File: src/rtl/hb_pkg.sv
package hb_pkg;
   typedef enum logic [1:0] {
      ST_IDLE  = 2'd0,
      ST_UPD   = 2'd1,
      ST_PROBE = 2'd2,
      ST_DESC  = 2'd3
   } hb_state_e;
endpackage

File: src/rtl/hb_prienc.sv
// Lowest-set-bit encoder that ignores positions below 'from'.
module hb_prienc #(
   parameter int WIDTH = 8,
   parameter int PW    = $clog2(WIDTH)
) (
   input  logic [WIDTH-1:0] vec,
   input  logic [PW:0]      from,
   output logic             hit,
   output logic [PW-1:0]    pos
);
   if (WIDTH < 2) begin : g_bad_width
      $error("hb_prienc: WIDTH must be at least 2");
   end

   always_comb begin
      hit = 1'b0;
      pos = '0;
      for (int i = WIDTH - 1; i >= 0; i--) begin
         if (vec[i] && (i >= int'(from))) begin
            hit = 1'b1;
            pos = PW'(i);
         end
      end
   end
endmodule

File: src/rtl/hb_level.sv
// One level of the occupancy tree: WORDS words of FANOUT bits,
// one bit write port and two word read ports.
module hb_level #(
   parameter int FANOUT = 8,
   parameter int WORDS  = 1,
   parameter int AW     = 9,
   parameter int LW     = $clog2(FANOUT)
) (
   input  logic              clk,
   input  logic              rst_n,
   input  logic              wr_en,
   input  logic [AW-1:0]     wr_bit,
   input  logic              wr_val,
   input  logic [AW-1:0]     rd_a_word,
   output logic [FANOUT-1:0] rd_a_data,
   input  logic [AW-1:0]     rd_b_word,
   output logic [FANOUT-1:0] rd_b_data
);
   if (WORDS < 1) begin : g_bad_words
      $error("hb_level: WORDS must be at least 1");
   end
   if ((1 << LW) != FANOUT) begin : g_bad_fanout
      $error("hb_level: FANOUT must be a power of two");
   end

   logic [FANOUT-1:0] words [WORDS];
   logic [AW-1:0]     wr_word;
   logic [LW-1:0]     wr_pos;

   assign wr_word = wr_bit >> LW;
   assign wr_pos  = wr_bit[LW-1:0];

   always_ff @(posedge clk or negedge rst_n) begin
      if (!rst_n) begin
         for (int w = 0; w < WORDS; w++) words[w] <= '0;
      end else if (wr_en) begin
         for (int w = 0; w < WORDS; w++) begin
            if (wr_word == AW'(w)) words[w][wr_pos] <= wr_val;
         end
      end
   end

   if (WORDS == 1) begin : g_single
      assign rd_a_data = (rd_a_word == '0) ? words[0] : '0;
      assign rd_b_data = (rd_b_word == '0) ? words[0] : '0;
   end else begin : g_multi
      always_comb begin
         rd_a_data = '0;
         rd_b_data = '0;
         for (int w = 0; w < WORDS; w++) begin
            if (rd_a_word == AW'(w)) rd_a_data = words[w];
            if (rd_b_word == AW'(w)) rd_b_data = words[w];
         end
      end
   end

   // a write never addresses a word beyond this level
   assert_wr_range_R3: assert property (@(posedge clk) disable iff (!rst_n)
      wr_en |-> (wr_word < AW'(WORDS)));
endmodule

File: src/rtl/hb_next_slot_finder.sv
module hb_next_slot_finder
   import hb_pkg::*;
#(
   parameter int FANOUT = 8,
   parameter int LEVELS = 3,
   localparam int LW     = $clog2(FANOUT),
   localparam int SLOT_W = LW * LEVELS
) (
   input  logic              clk,
   input  logic              rst_n,
   input  logic              req_valid,
   output logic              req_ready,
   input  logic              req_write,
   input  logic              req_active,
   input  logic [SLOT_W-1:0] req_slot,
   output logic              resp_valid,
   output logic              resp_found,
   output logic [SLOT_W-1:0] resp_slot
);
   localparam int LVLW  = (LEVELS > 1) ? $clog2(LEVELS) : 1;
   localparam int LATW  = $clog2(LEVELS + 2) + 1;

   if (FANOUT < 2 || (1 << LW) != FANOUT) begin : g_bad_fanout
      $error("hb_next_slot_finder: FANOUT must be a power of two, at least 2");
   end
   if (LEVELS < 1) begin : g_bad_levels
      $error("hb_next_slot_finder: LEVELS must be at least 1");
   end

   hb_state_e         st_q;
   logic              set_q;
   logic [SLOT_W-1:0] slot_q;
   logic [SLOT_W-1:0] idx_q;
   logic [LVLW-1:0]   lvl_q;

   logic [FANOUT-1:0] pa_word [LEVELS];
   logic [FANOUT-1:0] pb_word [LEVELS];
   logic [LEVELS-1:0] pr_hit;
   logic [LW-1:0]     pr_pos  [LEVELS];
   logic [SLOT_W-1:0] pr_cand [LEVELS];

   // ---------------------------------------------------------------
   // tree levels, probe encoders and update write paths
   // ---------------------------------------------------------------
   for (genvar l = 0; l < LEVELS; l++) begin : g_lvl
      localparam int WORDS = FANOUT ** (LEVELS - 1 - l);
      logic              wr_en;
      logic              wr_val;
      logic [SLOT_W-1:0] wr_bit;
      logic [SLOT_W-1:0] a_word;
      logic [LW:0]       from;

      assign wr_bit = slot_q >> (LW * l);
      assign a_word = slot_q >> (LW * (l + 1));
      assign wr_en  = (st_q == ST_UPD) && (lvl_q == LVLW'(l));

      if (l == 0) begin : g_leaf
         assign wr_val = set_q;
         assign from   = {1'b0, wr_bit[LW-1:0]};
      end else begin : g_sum
         assign wr_val = |pa_word[l-1];
         assign from   = {1'b0, wr_bit[LW-1:0]} + 1'b1;

         // a summary bit mirrors the word it covers between operations
         assert_summary_R7: assert property (@(posedge clk) disable iff (!rst_n)
            (st_q == ST_IDLE) |-> (pa_word[l][wr_bit[LW-1:0]] == (|pa_word[l-1])));
      end

      hb_level #(
         .FANOUT(FANOUT),
         .WORDS (WORDS),
         .AW    (SLOT_W),
         .LW    (LW)
      ) u_level (
         .clk      (clk),
         .rst_n    (rst_n),
         .wr_en    (wr_en),
         .wr_bit   (wr_bit),
         .wr_val   (wr_val),
         .rd_a_word(a_word),
         .rd_a_data(pa_word[l]),
         .rd_b_word(idx_q),
         .rd_b_data(pb_word[l])
      );

      hb_prienc #(.WIDTH(FANOUT), .PW(LW)) u_probe (
         .vec (pa_word[l]),
         .from(from),
         .hit (pr_hit[l]),
         .pos (pr_pos[l])
      );

      assign pr_cand[l] = (a_word << LW) | SLOT_W'(pr_pos[l]);
   end

   // wrap-around candidate: first set bit of the top word
   logic          wrap_hit;
   logic [LW-1:0] wrap_pos;

   hb_prienc #(.WIDTH(FANOUT), .PW(LW)) u_wrap (
      .vec (pa_word[LEVELS-1]),
      .from({(LW + 1){1'b0}}),
      .hit (wrap_hit),
      .pos (wrap_pos)
   );

   // lowest level with a later candidate wins; wrap is the fallback
   logic              sel_any;
   logic [LVLW-1:0]   sel_lvl;
   logic [SLOT_W-1:0] sel_idx;

   always_comb begin
      sel_any = wrap_hit;
      sel_lvl = LVLW'(LEVELS - 1);
      sel_idx = SLOT_W'(wrap_pos);
      for (int l = LEVELS - 1; l >= 0; l--) begin
         if (pr_hit[l]) begin
            sel_any = 1'b1;
            sel_lvl = LVLW'(l);
            sel_idx = pr_cand[l];
         end
      end
   end

   // descent: first set bit of the child word under idx_q
   logic [FANOUT-1:0] d_word;
   logic              d_hit;
   logic [LW-1:0]     d_pos;
   logic [SLOT_W-1:0] d_next;

   always_comb begin
      d_word = '0;
      for (int l = 0; l < LEVELS; l++) begin
         if (int'(lvl_q) == l + 1) d_word = pb_word[l];
      end
   end

   hb_prienc #(.WIDTH(FANOUT), .PW(LW)) u_desc (
      .vec (d_word),
      .from({(LW + 1){1'b0}}),
      .hit (d_hit),
      .pos (d_pos)
   );

   assign d_next = (idx_q << LW) | SLOT_W'(d_pos);

   // ---------------------------------------------------------------
   // control
   // ---------------------------------------------------------------
   always_ff @(posedge clk or negedge rst_n) begin
      if (!rst_n) begin
         st_q       <= ST_IDLE;
         set_q      <= 1'b0;
         slot_q     <= '0;
         idx_q      <= '0;
         lvl_q      <= '0;
         resp_valid <= 1'b0;
         resp_found <= 1'b0;
         resp_slot  <= '0;
      end else begin
         resp_valid <= 1'b0;
         unique case (st_q)
            ST_IDLE: begin
               if (req_valid) begin
                  slot_q <= req_slot;
                  set_q  <= req_active;
                  lvl_q  <= '0;
                  st_q   <= req_write ? ST_UPD : ST_PROBE;
               end
            end
            ST_UPD: begin
               if (lvl_q == LVLW'(LEVELS - 1)) st_q <= ST_IDLE;
               else                            lvl_q <= lvl_q + 1'b1;
            end
            ST_PROBE: begin
               if (!sel_any) begin
                  resp_valid <= 1'b1;
                  resp_found <= 1'b0;
                  resp_slot  <= '0;
                  st_q       <= ST_IDLE;
               end else if (sel_lvl == '0) begin
                  resp_valid <= 1'b1;
                  resp_found <= 1'b1;
                  resp_slot  <= sel_idx;
                  st_q       <= ST_IDLE;
               end else begin
                  lvl_q <= sel_lvl;
                  idx_q <= sel_idx;
                  st_q  <= ST_DESC;
               end
            end
            ST_DESC: begin
               idx_q <= d_next;
               if (lvl_q == LVLW'(1)) begin
                  resp_valid <= 1'b1;
                  resp_found <= 1'b1;
                  resp_slot  <= d_next;
                  st_q       <= ST_IDLE;
               end else begin
                  lvl_q <= lvl_q - 1'b1;
               end
            end
            default: st_q <= ST_IDLE;
         endcase
      end
   end

   assign req_ready = (st_q == ST_IDLE);

   // ---------------------------------------------------------------
   // assertions
   // ---------------------------------------------------------------
   logic [LATW-1:0] lat_q;

   always_ff @(posedge clk or negedge rst_n) begin
      if (!rst_n)                                      lat_q <= '0;
      else if (st_q == ST_PROBE || st_q == ST_DESC)    lat_q <= lat_q + 1'b1;
      else                                             lat_q <= '0;
   end

   assert_search_latency_R4: assert property (@(posedge clk) disable iff (!rst_n)
      (st_q == ST_PROBE || st_q == ST_DESC) |-> (lat_q < LATW'(LEVELS)));

   assert_resp_pulse_R4: assert property (@(posedge clk) disable iff (!rst_n)
      resp_valid |=> !resp_valid);

   assert_busy_after_accept_R2: assert property (@(posedge clk) disable iff (!rst_n)
      (req_valid && req_ready) |=> !req_ready);

   assert_resp_from_busy_R2: assert property (@(posedge clk) disable iff (!rst_n)
      $rose(resp_valid) |-> $past(!req_ready));

   assert_desc_hit_R7: assert property (@(posedge clk) disable iff (!rst_n)
      (st_q == ST_DESC) |-> d_hit);

   assert_none_zero_R6: assert property (@(posedge clk) disable iff (!rst_n)
      (resp_valid && !resp_found) |-> (resp_slot == '0));
endmodule

File: config.mk
export PLATFORM = sky130hd
export DESIGN_NAME = hb_next_slot_finder
export DESIGN_NICKNAME = d
export VERILOG_FILES = /design/src/rtl/hb_pkg.sv /design/src/rtl/hb_prienc.sv /design/src/rtl/hb_level.sv /design/src/rtl/hb_next_slot_finder.sv
export SDC_FILE = /design/constraint.sdc
export NUM_CORES = 2
export LEC_CHECK = 0
export ABC_AREA = 1
export BUFFER_PORTS_ARGS = -buffer_cell sky130_fd_sc_hd__buf_2
export CORE_MARGIN = 3
export CORE_UTILIZATION = 35
export CTS_CLUSTER_DIAMETER = 120
export CTS_CLUSTER_SIZE = 40
export DETAILED_ROUTE_END_ITERATION = 16
export SLEW_MARGIN = 20
export SYNTH_ARGS = -nofsm -noshare
export SYNTH_HDL_FRONTEND = slang
export SYNTH_HIERARCHICAL = 1
export SYNTH_SLANG_ARGS = --single-unit
File: constraint.sdc
create_clock -name clk -period 11.3 [get_ports clk]
set_input_delay 0.565 -clock clk [delete_from_list [all_inputs] [get_ports clk]]
set_output_delay 0.565 -clock clk [all_outputs]
set_load 0.02 [all_outputs]
==> results.sh <==
export IMPL_cp_max_fo=29
export IMPL_fin_skew_ns=0.0472
export IMPL_ios=26
export IMPL_critPathSlowestCell="nor3_1"
export IMPL_timing_hold_ws_ns=0.138
export IMPL_cts_made_buffers=25
export IMPL_peakVddDrop_v=0.000146
export IMPL_overflow=0
export IMPL_h_tree_depth=1
export IMPL_wirelength_microns=143000
export IMPL_synthCells=5746
export IMPL_crit_type="flip-flop to flip-flop"
export IMPL_worst_pin_slew_ns=1.19
export IMPL_insertion_delay_ns=0.69
export IMPL_period_needed_ns=7.04
export IMPL_power_leakage_nw=17.9
export IMPL_cts_sinks=618
export IMPL_slew_viol_final=0
export IMPL_finalHoldViolCount=0
export IMPL_end_kind="flip-flop"
export IMPL_clk_pin_slew_ns=0.14
export IMPL_core_area_sq_mm=0.108
export IMPL_port_buffers=25
export IMPL_critPathMaxStageDelay_ns=0.79
export IMPL_cp_common_cell="nand2_1"
export IMPL_min_delay_path_class="input pin to flip-flop"
export IMPL_antenna_found_initial=1
export IMPL_cts_tree="built"
export IMPL_setup_viol=0
export IMPL_cts_root_buffer_cell="clkbuf_16"
export IMPL_clk_path_buf_depth=3
export IMPL_drive_gt1_frac=0.0484
export IMPL_relSlewSlack=0.204
export IMPL_maxCapViolCount=0
export IMPL_n_antenna_cell=0
export IMPL_rsz0062_at_grt="false"
export IMPL_power_density_mw_per_mm2=163
export IMPL_ctsResizeCount=0
export IMPL_drt_pass1_iterations=9
export IMPL_grt_first_pass_wirelength_microns=219000
export IMPL_critical_path_required_ns=11.88
export IMPL_nNetsFinal=5743
export IMPL_ant_nets=0
export IMPL_grt_max_degree=150
export IMPL_yosysWarnings=6
export IMPL_setup_ws_ns=4.26
export IMPL_post_route_period_util=0.623
export IMPL_crit_path_start_kind="flip-flop"
export IMPL_dp_hpwl_microns=101000
export IMPL_netlist_area_sq_mm=0.0383
export IMPL_wl_per_cell_microns=20.0
export IMPL_place_congestion=0.959
export IMPL_fin_setup_tns_ns=0
export IMPL_grt_pass1_vias=35556
export IMPL_via_count=38644
export IMPL_post_cts_repair_setup_buffers=0
export IMPL_syn_avg_cell_area_sq_um=6.66
export IMPL_fmax_mhz=142
export IMPL_grt_usage=0.246
export IMPL_areaGrowthSynthToFinish_pct=7.06
export IMPL_first_iter_violations=4849
export IMPL_die_h_microns=337
export IMPL_place_ws_ns=4.52
export IMPL_drc=0
export IMPL_rows=120
export IMPL_dieArea_sq_mm=0.113
export IMPL_ctsHoldBuffers=1
export IMPL_initial_core_util=0.355
export IMPL_fp_dieW_microns=337
export IMPL_vias_per_cell=5.41
export IMPL_status="finished clean"
export IMPL_arrival_ns=7.62
-- cell type report --
cell class	count	area, sq um
Tap cell	1403	1760
Timing Repair Buffer	70	500
Fill cell	11552	66800
Clock inverter	14	273
Clock buffer	28	647
Sequential cell	618	15500
Multi-Input combinational cell	4382	20000
Inverter	626	2360
-- state kept, by name, summed over array words and instances (netlist names) --
register             count
st_q                     2
g_lvl.u_level/words    584
g_lvl.wr_val             1
resp_valid               1
g_lvl.wr_bit             9
resp_found               1
lvl_q                    2
idx_q                    9
resp_slot                9
-- stage by stage --
step / cells / utilization / total power [mW] / instance area [sq um]
finish: 7141 / 0.380 / 6.67 / 41000
global route: 7141 / 0.380 / 7.02 / 41000
CTS: 7141 / 0.380 / 6.65 / 41000
detailed placement: 7098 / 0.371 / 5.30 / 40000
global placement: 7098 / 0.371 / 5.27 / 40000
floorplan: 5826 / - / 4.35 / 38600
-- cells in the final DEF (no fill, tap or decap), types with 24 or more instances in the layout --
cell type	instances
buf_4	42
inv_1	595
conb_1	81
nor2_1	448
o21ai_0	500
mux2i_1	59
buf_2	24
a31oi_1	108
nor3_1	101
nand3_1	202
or2_2	27
dfrtp_1	616
nand4_1	218
a21oi_1	272
clkbuf_16	25
nand2_1	2166
inv_2	25
nor2_2	29
-- critical path: cells and delay by family (launching register included) --
kind / cells / cell delay, ns
flops: 1 / 0.34
simple gates: 37 / 4.86
compound gates: 1 / 0.11
buf+inv: 9 / 1.62
-- report_power, final --
group | internal (mW) | switching (mW)
combinational | 0.469 | 2.06
sequential | 2.48 | 0.310
clock | 0.490 | 0.857
-- final timing paths --
path                                                            start                                 endpoint  slack [ns]  cells after the start
worst max-delay path                   g_lvl[0].wr_bit[7]$_DFFE_PN0P_                   resp_found$_DFFE_PN0P_        4.26                     47
worst min-delay path                                       req_active              g_lvl[0].wr_val$_DFFE_PN0P_        0.14                      2
worst max register to register         g_lvl[0].wr_bit[7]$_DFFE_PN0P_                   resp_found$_DFFE_PN0P_        4.26                     47
worst min register to register  g_lvl[2].u_level/words[1]$_DFFE_PN0P_    g_lvl[2].u_level/words[1]$_DFFE_PN0P_        0.49                      2
max in group asynchronous                                       rst_n  g_lvl[0].u_level/words[173]$_DFFE_PN0P_        8.51                      4
min in group asynchronous                                       rst_n   g_lvl[1].u_level/words[48]$_DFFE_PN0P_        0.54                      2
-- metal layers --
metal	vias to the layer above	global-route usage	share of wire
met5	-	0	0.000091
met3	262	0.0327	0.080
met4	2	0.0776	0.036
li1	18410	-	-
met1	18233	0.348	0.44
met2	1737	0.389	0.45
(Power assumes the default switching activity.)
